`src/rtl/scan_pkg.sv`:
```
package scan_pkg;
    typedef enum logic [3:0] {
        TLR, RTI, SEL_DR, CAP_DR, SH_DR, EX1_DR, PAU_DR, EX2_DR, UPD_DR,
        SEL_IR, CAP_IR, SH_IR, EX1_IR, PAU_IR, EX2_IR, UPD_IR
    } tap_state_e;

    localparam int IR_W = 3;
    localparam logic [IR_W-1:0] OP_EXTEST  = 3'b000;
    localparam logic [IR_W-1:0] OP_IDCODE  = 3'b001;
    localparam logic [IR_W-1:0] OP_SAMPLEZ = 3'b010;
    localparam logic [IR_W-1:0] OP_PRELOAD = 3'b100;
    localparam logic [IR_W-1:0] OP_BYPASS  = 3'b111;
    localparam logic [IR_W-1:0] IR_CAPTURE = 3'b001;

    typedef enum logic [1:0] {DR_BYPASS, DR_IDENT, DR_BOUNDARY} dr_sel_e;

    function automatic logic [31:0] pack_id(input logic [7:0] rev, input logic [5:0] arch,
                                            input logic [5:0] dens, input logic [10:0] vendor);
        return {rev, arch, dens, vendor, 1'b1};
    endfunction
endpackage

```
`src/rtl/scan_tap_fsm.sv`:
```
module scan_tap_fsm import scan_pkg::*; (
    input  logic       tck,
    input  logic       rst_n,
    input  logic       tms,
    output tap_state_e state
);
    typedef struct packed { tap_state_e st; } fsm_t;
    fsm_t fsm_d, fsm_q;

    always_comb begin
        fsm_d = fsm_q;
        unique case (fsm_q.st)
            TLR:    fsm_d.st = tms ? TLR    : RTI;
            RTI:    fsm_d.st = tms ? SEL_DR : RTI;
            SEL_DR: fsm_d.st = tms ? SEL_IR : CAP_DR;
            CAP_DR: fsm_d.st = tms ? EX1_DR : SH_DR;
            SH_DR:  fsm_d.st = tms ? EX1_DR : SH_DR;
            EX1_DR: fsm_d.st = tms ? UPD_DR : PAU_DR;
            PAU_DR: fsm_d.st = tms ? EX2_DR : PAU_DR;
            EX2_DR: fsm_d.st = tms ? UPD_DR : SH_DR;
            UPD_DR: fsm_d.st = tms ? SEL_DR : RTI;
            SEL_IR: fsm_d.st = tms ? TLR    : CAP_IR;
            CAP_IR: fsm_d.st = tms ? EX1_IR : SH_IR;
            SH_IR:  fsm_d.st = tms ? EX1_IR : SH_IR;
            EX1_IR: fsm_d.st = tms ? UPD_IR : PAU_IR;
            PAU_IR: fsm_d.st = tms ? EX2_IR : PAU_IR;
            EX2_IR: fsm_d.st = tms ? UPD_IR : SH_IR;
            UPD_IR: fsm_d.st = tms ? SEL_DR : RTI;
            default: fsm_d.st = TLR;
        endcase
    end

    always_ff @(posedge tck or negedge rst_n) begin
        if (!rst_n) fsm_q <= '{st: TLR};
        else        fsm_q <= fsm_d;
    end

    assign state = fsm_q.st;
endmodule

```
`src/rtl/scan_ir.sv`:
```
module scan_ir import scan_pkg::*; (
    input  logic            tck,
    input  logic            rst_n,
    input  tap_state_e      state,
    input  logic            tdi,
    output logic            ir_so,
    output logic [IR_W-1:0] instr,
    output dr_sel_e         dr_sel
);
    typedef struct packed {
        logic [IR_W-1:0] sr;
        logic [IR_W-1:0] op;
    } ir_t;
    ir_t ir_d, ir_q;

    always_comb begin
        ir_d = ir_q;
        case (state)
            TLR:     ir_d.op = OP_IDCODE;
            CAP_IR:  ir_d.sr = IR_CAPTURE;
            SH_IR:   ir_d.sr = {tdi, ir_q.sr[IR_W-1:1]};
            UPD_IR:  ir_d.op = ir_q.sr;
            default: ;
        endcase
    end

    always_ff @(posedge tck or negedge rst_n) begin
        if (!rst_n) ir_q <= '{sr: '0, op: OP_IDCODE};
        else        ir_q <= ir_d;
    end

    always_comb begin
        case (ir_q.op)
            OP_EXTEST, OP_SAMPLEZ, OP_PRELOAD: dr_sel = DR_BOUNDARY;
            OP_IDCODE:                         dr_sel = DR_IDENT;
            default:                           dr_sel = DR_BYPASS;
        endcase
    end

    assign ir_so = ir_q.sr[0];
    assign instr = ir_q.op;
endmodule

```
`src/rtl/scan_bsc.sv`:
```
module scan_bsc #(
    parameter int LEN = 138
) (
    input  logic            tck,
    input  logic            rst_n,
    input  logic            en,
    input  logic            capture,
    input  logic            shift,
    input  logic            update,
    input  logic            tdi,
    input  logic [LEN-2:0]  pin_in,
    output logic            so,
    output logic [LEN-2:0]  pin_out,
    output logic            ctl
);
    localparam int NPIN = LEN - 1;

    typedef struct packed {
        logic [LEN-1:0] sr;
        logic [LEN-1:0] upd;
    } bsc_t;
    bsc_t bsc_d, bsc_q;

    always_comb begin
        bsc_d = bsc_q;
        if (en) begin
            if (capture)     bsc_d.sr  = {bsc_q.upd[NPIN], pin_in};
            else if (shift)  bsc_d.sr  = {tdi, bsc_q.sr[LEN-1:1]};
            else if (update) bsc_d.upd = bsc_q.sr;
        end
    end

    always_ff @(posedge tck or negedge rst_n) begin
        if (!rst_n) bsc_q <= '{sr: '0, upd: {1'b1, {NPIN{1'b0}}}};
        else        bsc_q <= bsc_d;
    end

    assign so      = bsc_q.sr[0];
    assign pin_out = bsc_q.upd[NPIN-1:0];
    assign ctl     = bsc_q.upd[NPIN];
endmodule

```
`src/rtl/scan_port.sv`:
```
module scan_port import scan_pkg::*; #(
    parameter int          BSC_LEN   = 138,
    parameter logic [7:0]  ID_REV    = 8'h00,
    parameter logic [5:0]  ID_ARCH   = 6'b000000,
    parameter logic [5:0]  ID_DENS   = 6'b110111,
    parameter logic [10:0] ID_VENDOR = 11'b00000110100
) (
    input  logic               tck,
    input  logic               rst_n,
    input  logic               tms,
    input  logic               tdi,
    output logic               tdo,
    output logic               tdo_oe,
    input  logic [BSC_LEN-2:0] pin_in,
    input  logic               core_oe,
    output logic [BSC_LEN-2:0] pin_out,
    output logic               bus_oe,
    output logic               extest_en
);
    localparam int          ID_W     = 32;
    localparam logic [ID_W-1:0] ID_VALUE = pack_id(ID_REV, ID_ARCH, ID_DENS, ID_VENDOR);

    tap_state_e      state;
    logic            ir_so, bsc_so, ctl, dr_so;
    logic [IR_W-1:0] instr;
    dr_sel_e         dr_sel;
    logic            cap_dr, sh_dr, upd_dr, sh_ir;

    scan_tap_fsm i_fsm (.tck(tck), .rst_n(rst_n), .tms(tms), .state(state));

    scan_ir i_ir (.tck(tck), .rst_n(rst_n), .state(state), .tdi(tdi),
                  .ir_so(ir_so), .instr(instr), .dr_sel(dr_sel));

    assign cap_dr = (state == CAP_DR);
    assign sh_dr  = (state == SH_DR);
    assign upd_dr = (state == UPD_DR);
    assign sh_ir  = (state == SH_IR);

    scan_bsc #(.LEN(BSC_LEN)) i_bsc (
        .tck(tck), .rst_n(rst_n), .en(dr_sel == DR_BOUNDARY),
        .capture(cap_dr), .shift(sh_dr), .update(upd_dr), .tdi(tdi),
        .pin_in(pin_in), .so(bsc_so), .pin_out(pin_out), .ctl(ctl));

    typedef struct packed {
        logic [ID_W-1:0] id_sr;
        logic            byp;
    } core_t;
    core_t core_d, core_q;

    always_comb begin
        core_d = core_q;
        if (dr_sel == DR_IDENT) begin
            if (cap_dr)     core_d.id_sr = ID_VALUE;
            else if (sh_dr) core_d.id_sr = {tdi, core_q.id_sr[ID_W-1:1]};
        end else if (dr_sel == DR_BYPASS) begin
            if (cap_dr)     core_d.byp = 1'b0;
            else if (sh_dr) core_d.byp = tdi;
        end
    end

    always_ff @(posedge tck or negedge rst_n) begin
        if (!rst_n) core_q <= '0;
        else        core_q <= core_d;
    end

    always_comb begin
        case (dr_sel)
            DR_IDENT:    dr_so = core_q.id_sr[0];
            DR_BOUNDARY: dr_so = bsc_so;
            default:     dr_so = core_q.byp;
        endcase
    end

    typedef struct packed {
        logic tdo;
        logic oe;
    } out_t;
    out_t out_d, out_q;

    always_comb begin
        out_d.oe  = sh_dr | sh_ir;
        out_d.tdo = sh_ir ? ir_so : (sh_dr ? dr_so : 1'b0);
    end

    always_ff @(negedge tck or negedge rst_n) begin
        if (!rst_n) out_q <= '0;
        else        out_q <= out_d;
    end

    assign tdo    = out_q.tdo;
    assign tdo_oe = out_q.oe;

    always_comb begin
        case (instr)
            OP_EXTEST:  bus_oe = ctl;
            OP_SAMPLEZ: bus_oe = 1'b0;
            default:    bus_oe = core_oe;
        endcase
    end

    assign extest_en = (instr == OP_EXTEST);
endmodule

```
`config.mk`:
```
export PLATFORM = sky130hd
export DESIGN_NAME = scan_port
export DESIGN_NICKNAME = d
export VERILOG_FILES = /design/src/rtl/scan_pkg.sv /design/src/rtl/scan_tap_fsm.sv /design/src/rtl/scan_ir.sv /design/src/rtl/scan_bsc.sv /design/src/rtl/scan_port.sv
export SDC_FILE = /design/constraint.sdc
export NUM_CORES = 1
export LEC_CHECK = 0
export BUFFER_PORTS_ARGS = -buffer_cell sky130_fd_sc_hd__buf_2
export CORE_ASPECT_RATIO = 1.75
export CORE_MARGIN = 4
export CORE_UTILIZATION = 50
export CTS_CLUSTER_DIAMETER = 120
export DETAILED_ROUTE_END_ITERATION = 6
export PLACE_DENSITY = 0.75
export SYNTH_ARGS = -nofsm -noshare
export SYNTH_HDL_FRONTEND = slang
export SYNTH_SLANG_ARGS = --single-unit
```
`constraint.sdc`:
```
create_clock -name tck -period 3.9 [get_ports tck]
set_input_delay 0.195 -clock tck [delete_from_list [all_inputs] [get_ports tck]]
set_output_delay 0.195 -clock tck [all_outputs]
set_load 0.01 [all_outputs]
```
**Word-level counts from Yosys, hierarchy flattened**

Cells that the tools add are included.

- Reductions and logical operators: 14
- Multiplexer cells: 26
- Eq/ne operators: 20
- Bitwise operators: 4

Operator list:

| cell | number |
|---|---|
| 138-bit two-way mux | 2 |
| 32-bit two-way mux | 2 |
| 4-bit case mux with 12 select lines | 1 |
| 4-bit equality test, second input constant | 8 |
| 4-bit by 3-bit equality test with 1-bit output, second input constant | 4 |
| 4-bit two-way mux | 4 |
| 3-bit case mux with 2 select lines | 2 |
| 4-bit by 2-bit equality test with 1-bit output, second input constant | 2 |
| 1-bit two-way mux | 7 |
| 2-bit two-way mux | 3 |
| 3-bit two-way mux | 2 |
| 2-bit nonzero test | 3 |
| 3-bit OR reduction | 2 |
| 4-bit by 1-bit equality test with 1-bit output, second input constant | 1 |
| 4-bit zero test | 1 |
| 1-bit case mux with 2 select lines | 2 |
| 2-bit case mux with 2 select lines | 1 |
| 2-bit AND reduction | 2 |
| 4-bit AND reduction | 1 |
| 2-bit OR reduction | 2 |
| 3-bit by 1-bit equality test with 1-bit output, second input constant | 1 |
| 3-bit by 2-bit equality test with 1-bit output, second input constant | 1 |
| 3-bit equality test, second input constant | 1 |
| 3-bit zero test | 1 |
| other kinds (6) | 8 |

- Flip-flop bits (word level): 321
- Input bits: 142

**Depth between registers and ports, before layout**

Gate-level depths: netlist (run 1).

- Depth in word-level cells: 7
- Mapped depth: 11
- Gate-level depth less buffers: 8

**Modules after synthesis**

A second synthesis (run 1) with hierarchy kept.

- Cell total of the unflattened synthesis: 1241
- Area total of the unflattened synthesis: 14584.0 um2

Modules (own cells, without submodules):

| module | instances | sequential area each (um2) | area an instance (um2) | cells an instance |
|---|---|---|---|---|
| scan_bsc | 1 | 6907.9 | 12464.5 | 1064 |
| scan_port | 1 | 875.8 | 1492.7 | 106 |
| scan_tap_fsm | 1 | 100.1 | 314.1 | 37 |
| scan_ir | 1 | 151.4 | 312.8 | 34 |

==> results of run 1 <==
per-layer routing:
metal | vias up | share of wire | track usage
li1 | 4687 | - | -
met1 | 4802 | 0.39 | 0.233
met2 | 315 | 0.52 | 0.355
met3 | 104 | 0.044 | 0.0289
met4 | 0 | 0.048 | 0.0920
met5 | - | 0 | 0
report_power, final:
part / total (mW) / leakage, nW / switching [mW] / internal [mW]
clock network: 2.75 / 0.450 / 1.22 / 1.53
logic: 3.75 / 4.22 / 1.89 / 1.86
registers: 5.67 / 4.05 / 1.00 / 4.66
total: 12.2 / 8.72 / 4.11 / 8.04
state kept, by name, indices dropped and copies added (netlist names), 2 cells and up:
signal         cells
i_bsc.pin_out    137
i_ir.ir_q          2
i_ir.instr         3
i_bsc.bsc_q      137
i_fsm.state        4
core_q            33
final timing paths:
kind	cells past startpoint	slack, ns	end
worst min-delay path	2	0.13	i_bsc.bsc_q[270]
worst max register to register	7	0.11	tdo
worst max-delay path	7	0.11	tdo
min in group tck	4	0.45	i_bsc.bsc_q[183]
worst min register to register	2	0.48	core_q[26]
max in group asynchronous	2	1.64	tdo_oe
final cells by class:
| type | count | area share |
|---|---|---|
| clock buffers | 40 | 0.0480 |
| flip-flops and latches | 321 | 0.449 |
| inverters | 8 | 0.00168 |
| clock inverters | 8 | 0.00258 |
| repair buffers | 436 | 0.168 |
| well taps | 387 | 0.0270 |
| multi-input cells | 729 | 0.303 |
| diodes | 4 | 0.000559 |
layout by cell type, fill, tap and decap left out, drive strengths merged, types with 7 or more instances in the layout:
cell type / count
dlygate4sd3: 140
dfrtp: 317
mux2: 137
clkbuf: 40
inv: 8
nand2: 209
nor2: 15
mux2i: 139
clkinv: 7
a21oi: 7
o21ai: 182
buf: 296
through the flow:
step	hold slack [ns]	instances	total power [mW]	worst slack, ns	area (um2)
3_5_place_dp	0.107	1741	9.32	0.109	15600
2_1_floorplan	-0.101	1274	8.57	0.225	15100
3_3_place_gp	0.106	1741	9.10	0.147	15600
6_report	0.129	1933	12.2	0.108	17900
5_1_grt	0.133	1932	13.0	0.0103	17900
4_1_cts	0.107	1929	12.2	0.0807	17900
critical path, stage by stage, from the launching register on:
cell     delay, ns
dfstp_2       0.55
inv_1         0.08
or3_4         0.41
ha_1          0.22
a22oi_1       0.17
nand2_1       0.06
o21ai_0       0.07
o22ai_1       0.10
kinds of logic (layout without fill, tap and decap cells):
family | after synthesis | count (layout)
XOR/XNOR | 1 | 1
flip-flops | 321 | 321
adder cells (fa/ha/maj) | 3 | 3
AO/OA/AOI/OAI | 201 | 201
multiplexers | 276 | 276
AND/OR/NAND/NOR | 248 | 248
other | 0 | 4
buffers and inverters | 224 | 492
timing repair:
action | 4_1_cts | 5_1_grt
hold buffers | 140 | 0
endpoints found under the setup margin | 0 | 1
resized for setup | 0 | 1
endpoints found under the hold margin | 183 | 0
==> metrics, run 1 <==
fillers=2278; number of synthesized flops with an enable pin=0; Multi-input gate area=5430 um2; main flop type after synthesis=dfrtp_1; initial antenna violation count=3; layout net count=1671; worst rel slew slack=0.361; port buffer count=282; Die Y=238 um; Die X=139 um; Detail Route Antenna Nets=0; CTS sink cnt=321; Worst Setup End Kind=flip-flop; clock buffer depth=3; 1st-iter DRT viols=526; pwr dens=679 nW/um2; syn_nets=1419; Initial Utilization=0.504; I/O pins=283; clk slew on worst S/H paths=0.06 ns; Synth cell types=45; synthesized area per cell=11.9 um2; storage element area=8040 um2; share of post-route cells with drive strength above 1=0.312; Post-synth top cells=dfrtp_1 (317), nand2_1 (208), buf_4 (149); Synth Area in Compound Gates=0.0692; drt drc=0; max cap viols=0; register bit count reported by yosys=321; area leader, netlist=dfrtp_1; CP arrival=2.22 ns; CTS tree=built; Post-Route WL=33.7 mm; GR Overflow Total=0; most common cell in the netlist=dfrtp_1; mux share of post-synthesis cell area=0.219; Detailed Place HPWL=21.1 mm; H-tree lvl count=1; cell count after synthesis=1274; first-pass GRT wire length=54.7 mm; clk_lat worst skew=0.55 ns; RSZ-0062 raised after global routing=no; die area=33200 um2; core area=30000 um2; Crit. Startpoint=i_ir.instr[0]; synthesized area=15100 um2; Final Setup Violations=0; run status=complete, no violations; post-synthesis async set-or-reset flop share=1.00; kind of critical path=flip-flop to flip-flop; Startpoint Class=flip-flop; Lkg Pwr=8.72 nW; Area growth, synth to finish=18.6%; vias per std cell=5.13; num rows=84; Total GRT Usage=0.198; final RePlAce weighted congestion=0.821; Setup Skew=0.0104 ns; actual slew at the worst max-slew pin=0.958 ns; synthesized-area fraction occupied by adder cells=0.00248; critical path peak fanout=4; Req. time, crit path=2.33 ns; Final Hold Vio Count=0; Seq/Total Area, Yosys=0.532; Synth top area share=0.525; main combinational cell family by area after synthesis=multiplexers; Num CTS Buffers=30; vias in the first global route=10.7k; worst min path class=input port to async pin; top post-synthesis cells by area=dfrtp_1 (53%), mux2_4 (9.9%), mux2i_1 (9.2%); r2r startpoint=i_ir.instr[0]; CTS root buffer=clkbuf_16; XOR/XNOR share of the synthesized area=0.000580; post-route core utilization=0.598; drt first pass iters=4; Max VDD drop=413 uV; simple-gate share of the synthesized area=0.0672; largest net degree at the start of global routing=151; Max Transition Viols Final=0; routed len/inst=17.4 um; Ys Warns=0; Via Count=9908; setup TNS=0 ns; Post-CTS Setup Repair Bufs=0
Note: power is estimated with default switching activity, not from simulation.
==> inputs of run 2 (changes only) <==
--- a/config.mk
+++ b/config.mk
@@ -14,4 +14,5 @@
 export PLACE_DENSITY = 0.75
 export SYNTH_ARGS = -nofsm -noshare
 export SYNTH_HDL_FRONTEND = slang
+export SYNTH_HIERARCHICAL = 1
 export SYNTH_SLANG_ARGS = --single-unit
==> constraint.sdc (replaced) <==
create_clock -name tck -period 3.9 [get_ports tck]
set_input_delay 0.195 -clock tck [delete_from_list [all_inputs] [get_ports tck]]
set_output_delay 0.195 -clock tck [all_outputs]
set_load 0.1 [all_outputs]
==> run 2 against run 1 <==
Count of clock-buffer cells in the layout unchanged. Setup slack improved by 0.093 ns. Via count increased by 14%. Highest routed layer is now met5.
==> metrics, run 2 <==
Placed Cells=1681; Synth top area share=0.544; clk slew on worst S/H paths=0.07 ns; first-pass GRT wire length=60.3 mm; post-synthesis async set-or-reset flop share=1.00; layout net count=1620; setup TNS=0 ns; Post-synth top cells=dfrtp_1 (317), o22ai_1 (276), a21oi_1 (147); power consumption=11.8 mW; port buffer count=282; drt first pass iters=5; Detailed Place HPWL=22.1 mm; Max VDD drop=621 uV; I/O pins=283; worst-path cell chain=inv_1, nor3_2, inv_1, ha_1, nor2_1, nor3_1, a32o_1; Max Transition Viols Final=0; worst rel slew slack=0.285; Via Count=11.3k; Switch Pwr=5.05 mW; clock buffer depth=3; Ys Warns=6; most frequent cells in the layout=dfrtp_1 (317), buf_2 (281), o22ai_1 (276); kind of critical path=flip-flop to flip-flop; pwr dens=676 nW/um2; vias per std cell=5.99; Int Power=6.77 mW; dpl ws=0.153 ns; main flop type after synthesis=dfrtp_1; drt drc=0; num rows=82; Initial Utilization=0.508; syn_nets=1387; Logic pwr share=0.401; synthesized area=14600 um2; Switching Share=0.427; run status=complete, no violations; Seq/Total Area, Yosys=0.551; top post-synthesis cells by area=dfrtp_1 (54%), o22ai_1 (12%), mux2_2 (9.9%); Finished Layout Cells=1882; Startpoint Class=flip-flop; initial antenna violation count=7; Req. time, crit path=2.35 ns; largest net degree at the start of global routing=163; CP max stage cell=dfstp_2; CTS sink cnt=321; Total GRT Usage=0.234; CP arrival=2.15 ns; final hold slack=0.118 ns; Multi-input gate area=4910 um2; vias in the first global route=11.5k; clk_lat worst skew=0.56 ns; GR Overflow Total=0; 1st-iter DRT viols=766; Synth cell types=58; H-tree lvl count=1; final RePlAce weighted congestion=0.824; RSZ-0062 raised after global routing=no; Area growth, synth to finish=19.9%; slowest stage delay, CP=0.56 ns; synthesized area per cell=11.8 um2; register bit count reported by yosys=321; final worst setup slack=0.201 ns; CTS tree=built; Setup Skew=0.0151 ns; critical path peak fanout=5; Final Setup Violations=0; actual slew at the worst max-slew pin=1.07 ns; fillers=2207; share of post-route cells with drive strength above 1=0.348; Final Hold Vio Count=0; routed len/inst=20.5 um; cell count after synthesis=1241; most common cell in the netlist=dfrtp_1; worst min path class=input port to async pin; Post-Route WL=38.5 mm; core area=28700 um2; max cap viols=0; clock share of power=0.248; Worst Setup End Kind=flip-flop; storage element area=8040 um2; Sequential Power Share=0.351; CTS root buffer=clkbuf_16; die area=32100 um2; Crit path top cell by count=inv_1; Lkg Pwr=8.32 nW; Die Y=234 um; Die X=137 um; number of synthesized flops with an enable pin=0; most common cell after layout, fill and taps aside=dfrtp_1; Num CTS Buffers=29; Detail Route Antenna Nets=0; area leader, netlist=dfrtp_1
## run 2: final timing paths
| path | from | end | slack [ns] | cells past startpoint |
|---|---|---|---|---|
| min reg2reg | i_bsc/pin_out[21] | i_bsc/pin_out[21] | 0.48 | 1 |
| min | rst_n | core_q[13] | 0.12 | 2 |
| max | i_ir/instr[0] | tdo | 0.20 | 7 |
| min in group tck | pin_in[103] | i_bsc/bsc_q[241] | 0.45 | 4 |
| max in group asynchronous | rst_n | tdo_oe | 1.61 | 2 |
| max reg2reg | i_ir/instr[0] | tdo | 0.20 | 7 |
## run 2: what timing repair did
| action | 4_1_cts | 5_1_grt |
|---|---|---|
| endpoints found under the setup margin | 0 | 1 |
| setup buffers | 0 | 0 |
| endpoints found under the hold margin | 212 | 0 |
| hold buffers | 140 | 0 |
| resized for setup | 0 | 1 |
## run 2: layer usage
metal / wire, um / vias up / track usage
li1: - / 5016 / -
met1: 14100 / 5615 / 0.278
met2: 19800 / 497 / 0.402
met3: 2280 / 149 / 0.0346
met4: 2310 / 2 / 0.134
met5: 13 / - / 0
## run 2: kinds of logic (layout without fill, tap and decap cells)
kind of cell               Yosys count  after routing  share of synthesized area
AOI/OAI and AO/OA                  477            477                      0.201
adders and majority gates            4              4                    0.00343
buffers and inverters              248            503                      0.115
DFF                                321            321                      0.551
muxes                              138            138                      0.107
other                                0              8                          0
and+or+nand+nor                     53             53                     0.0231
## run 2: per-stage QoR
step / utilization / cell area [um2]
finish: 0.609 / 17500
floorplan: - / 14600
CTS: 0.608 / 17500
global route: 0.608 / 17500
detailed placement: 0.525 / 15100
global placement: 0.525 / 15100
## run 2: critical path: cells and delay by family (launching register included)
family          cells  cell delay, ns
buf+inv             2            0.20
compound gates      1            0.24
flops               1            0.56
fa+ha+maj           1            0.32
simple gates        3            0.28
## run 2: cell type report
class | instances | area share
antenna | 8 | 0.00114
tap | 378 | 0.0271
clock inverter | 13 | 0.00816
clock buffer | 40 | 0.0484
sequential | 321 | 0.460
timing repair buffer | 442 | 0.173
multi-input combinational | 672 | 0.281
inverter | 8 | 0.00186
## run 2: power by group through the flow
stage | sequential, mW | clock [mW] | combinational (mW)
6_report | 4.15 | 2.94 | 4.74
5_1_grt | 4.20 | 3.13 | 5.02
4_1_cts | 4.13 | 3.01 | 4.71
3_5_place_dp | 4.19 | 0 | 4.59
3_3_place_gp | 4.17 | 0 | 4.52
2_1_floorplan | 4.19 | 0 | 4.10
==> inputs of run 3 (changes only) <==
--- a/config.mk
+++ b/config.mk
@@ -12,6 +12,7 @@
 export CTS_CLUSTER_DIAMETER = 120
 export DETAILED_ROUTE_END_ITERATION = 6
 export PLACE_DENSITY = 0.75
+export REMOVE_ABC_BUFFERS = 1
 export SYNTH_ARGS = -nofsm -noshare
 export SYNTH_HDL_FRONTEND = slang
 export SYNTH_HIERARCHICAL = 1
==> run 3 against run 2 <==
Combinational power hardly changed. Clock power is 5% higher. Hold slack worse by 0.049 ns. Design area is 0.21% higher. Critical endpoint unchanged. Largest cell class unchanged. Largest power group unchanged.
==> metrics, run 3 (synthesis gave the netlist of run 2 again) <==
run status=complete, no violations; Detailed Place HPWL=23.3 mm; Max Transition Viols Final=0; Total GRT Usage=0.244; pwr dens=685 nW/um2; vias in the first global route=12.0k; storage element area=8040 um2; first-pass GRT wire length=63.1 mm; CP arrival=2.22 ns; Die Y=234 um; port buffer count=282; CTS tree=built; drt drc=0; Req. time, crit path=2.34 ns; most frequent cells in the layout=dfrtp_1 (317), buf_2 (281), o22ai_1 (276); setup TNS=0 ns; r2r startpoint=i_ir/instr[0]; Worst Setup End Kind=flip-flop; max cap viols=0; Buf/Inv on CP=2; clk slew on worst S/H paths=0.06 ns; CP max stage cell=dfstp_2; Int Power=6.94 mW; grt peak-use layer=met2; worst rel slew slack=0.315; Top delay family on crit path=flip-flops; I/O pins=283; most common cell after layout, fill and taps aside=dfrtp_1; Max VDD drop=483 uV; worst min path class=input port to async pin; FF-to-FF path depth=7; CTS root buffer=clkbuf_16; GR Overflow Total=0; Switch Pwr=5.06 mW; 1st-iter DRT viols=652; num rows=82; actual slew at the worst max-slew pin=1.03 ns; Crit. Startpoint=i_ir/instr[0]; Post-Route WL=39.9 mm; critical path peak fanout=5; Placed Cells=1681; Final Hold Vio Count=0; Multi-input gate area=4910 um2; final hold slack=0.0689 ns; post-route core utilization=0.610; Area growth, synth to finish=20.1%; Die X=137 um; Detail Route Antenna Nets=0; Switching Share=0.422; Final Setup Violations=0; CTS sink cnt=321; routed len/inst=21.3 um; Sequential Power Share=0.347; dpl ws=0.166 ns; reg2reg setup slack=0.12 ns; met1 track demand over resource=0.283; clock share of power=0.257; final worst setup slack=0.122 ns; Startpoint Class=flip-flop; Initial Utilization=0.508; slowest stage delay, CP=0.57 ns; Lkg Pwr=8.35 nW; share of post-route cells with drive strength above 1=0.347; clock buffer depth=3; worst-path cell chain=inv_1, nor3_1, inv_1, ha_1, nor2_1, nor3_1, a32o_1; Post-CTS Resized=0; largest net degree at the start of global routing=165; met3 usage=0.0333; kind of critical path=flip-flop to flip-flop; Placed Area=15100 um2; Critical path destination=tdo; drt first pass iters=5; layout net count=1620; die area=32100 um2; initial antenna violation count=2; Setup Skew=0.0168 ns; GR Layer Usage met2=0.425; Finished Layout Cells=1875; core area=28700 um2; Reg2Reg Capture Point=tdo; H-tree lvl count=1; final RePlAce weighted congestion=0.866; fillers=2183; power consumption=12.0 mW; Num CTS Buffers=29; Stages on worst setup path=7; clk_lat worst skew=0.55 ns; Logic pwr share=0.396; Final Cell Area=17500 um2; vias per std cell=6.11; Via Count=11.4k; RSZ-0062 raised after global routing=no
run 3: worst min-delay path by stage:
stage / depth (start not counted) / start / end / slack, ns
after floorplan: 0 / rst_n / core_q[0] / -0.10
after global routing: 2 / rst_n / i_fsm/state[2] / 0.07
after global placement: 1 / rst_n / i_bsc/pin_out[55] / 0.01
after CTS: 2 / rst_n / i_fsm/state[2] / 0.06
final: 2 / rst_n / i_fsm/state[1] / 0.07
after detailed placement: 1 / rst_n / i_bsc/pin_out[55] / 0.01
run 3: per-layer routing:
metal | vias up | share of wire
li1 | 5010 | -
met2 | 509 | 0.52
met1 | 5771 | 0.36
met4 | 0 | 0.067
met3 | 158 | 0.050
met5 | - | 0
run 3: cell type report:
cell class                 count  area share
antenna                        3    0.000428
multi-input combinational    672       0.280
sequential                   321       0.459
timing repair buffer         442       0.173
clock buffer                  37      0.0454
inverter                       8     0.00186
tap                          378      0.0270
clock inverter                14      0.0132
run 3: repair_timing:
item,4_1_cts,5_1_grt
hold endpoints to repair,376,0
setup buffers,0,0
hold buffers,140,0
endpoints found under the setup margin,0,0
run 3: power by group through the flow:
stage | clock network (mW) | logic, mW | registers (mW)
2_1_floorplan | 0 | 1.71 | 6.09
5_1_grt | 3.27 | 5.02 | 4.22
3_3_place_gp | 0 | 4.52 | 4.18
6_report | 3.08 | 4.76 | 4.16
4_1_cts | 3.14 | 4.71 | 4.15
3_5_place_dp | 0 | 4.59 | 4.21
run 3: worst register-to-register path, stage by stage, from the launching register on:
cell and delay [ns]:
dfstp_2 0.57, inv_1 0.08, nor3_1 0.20, inv_1 0.13, ha_1 0.33, nor2_1 0.10
nor3_1 0.05, a32o_1 0.22
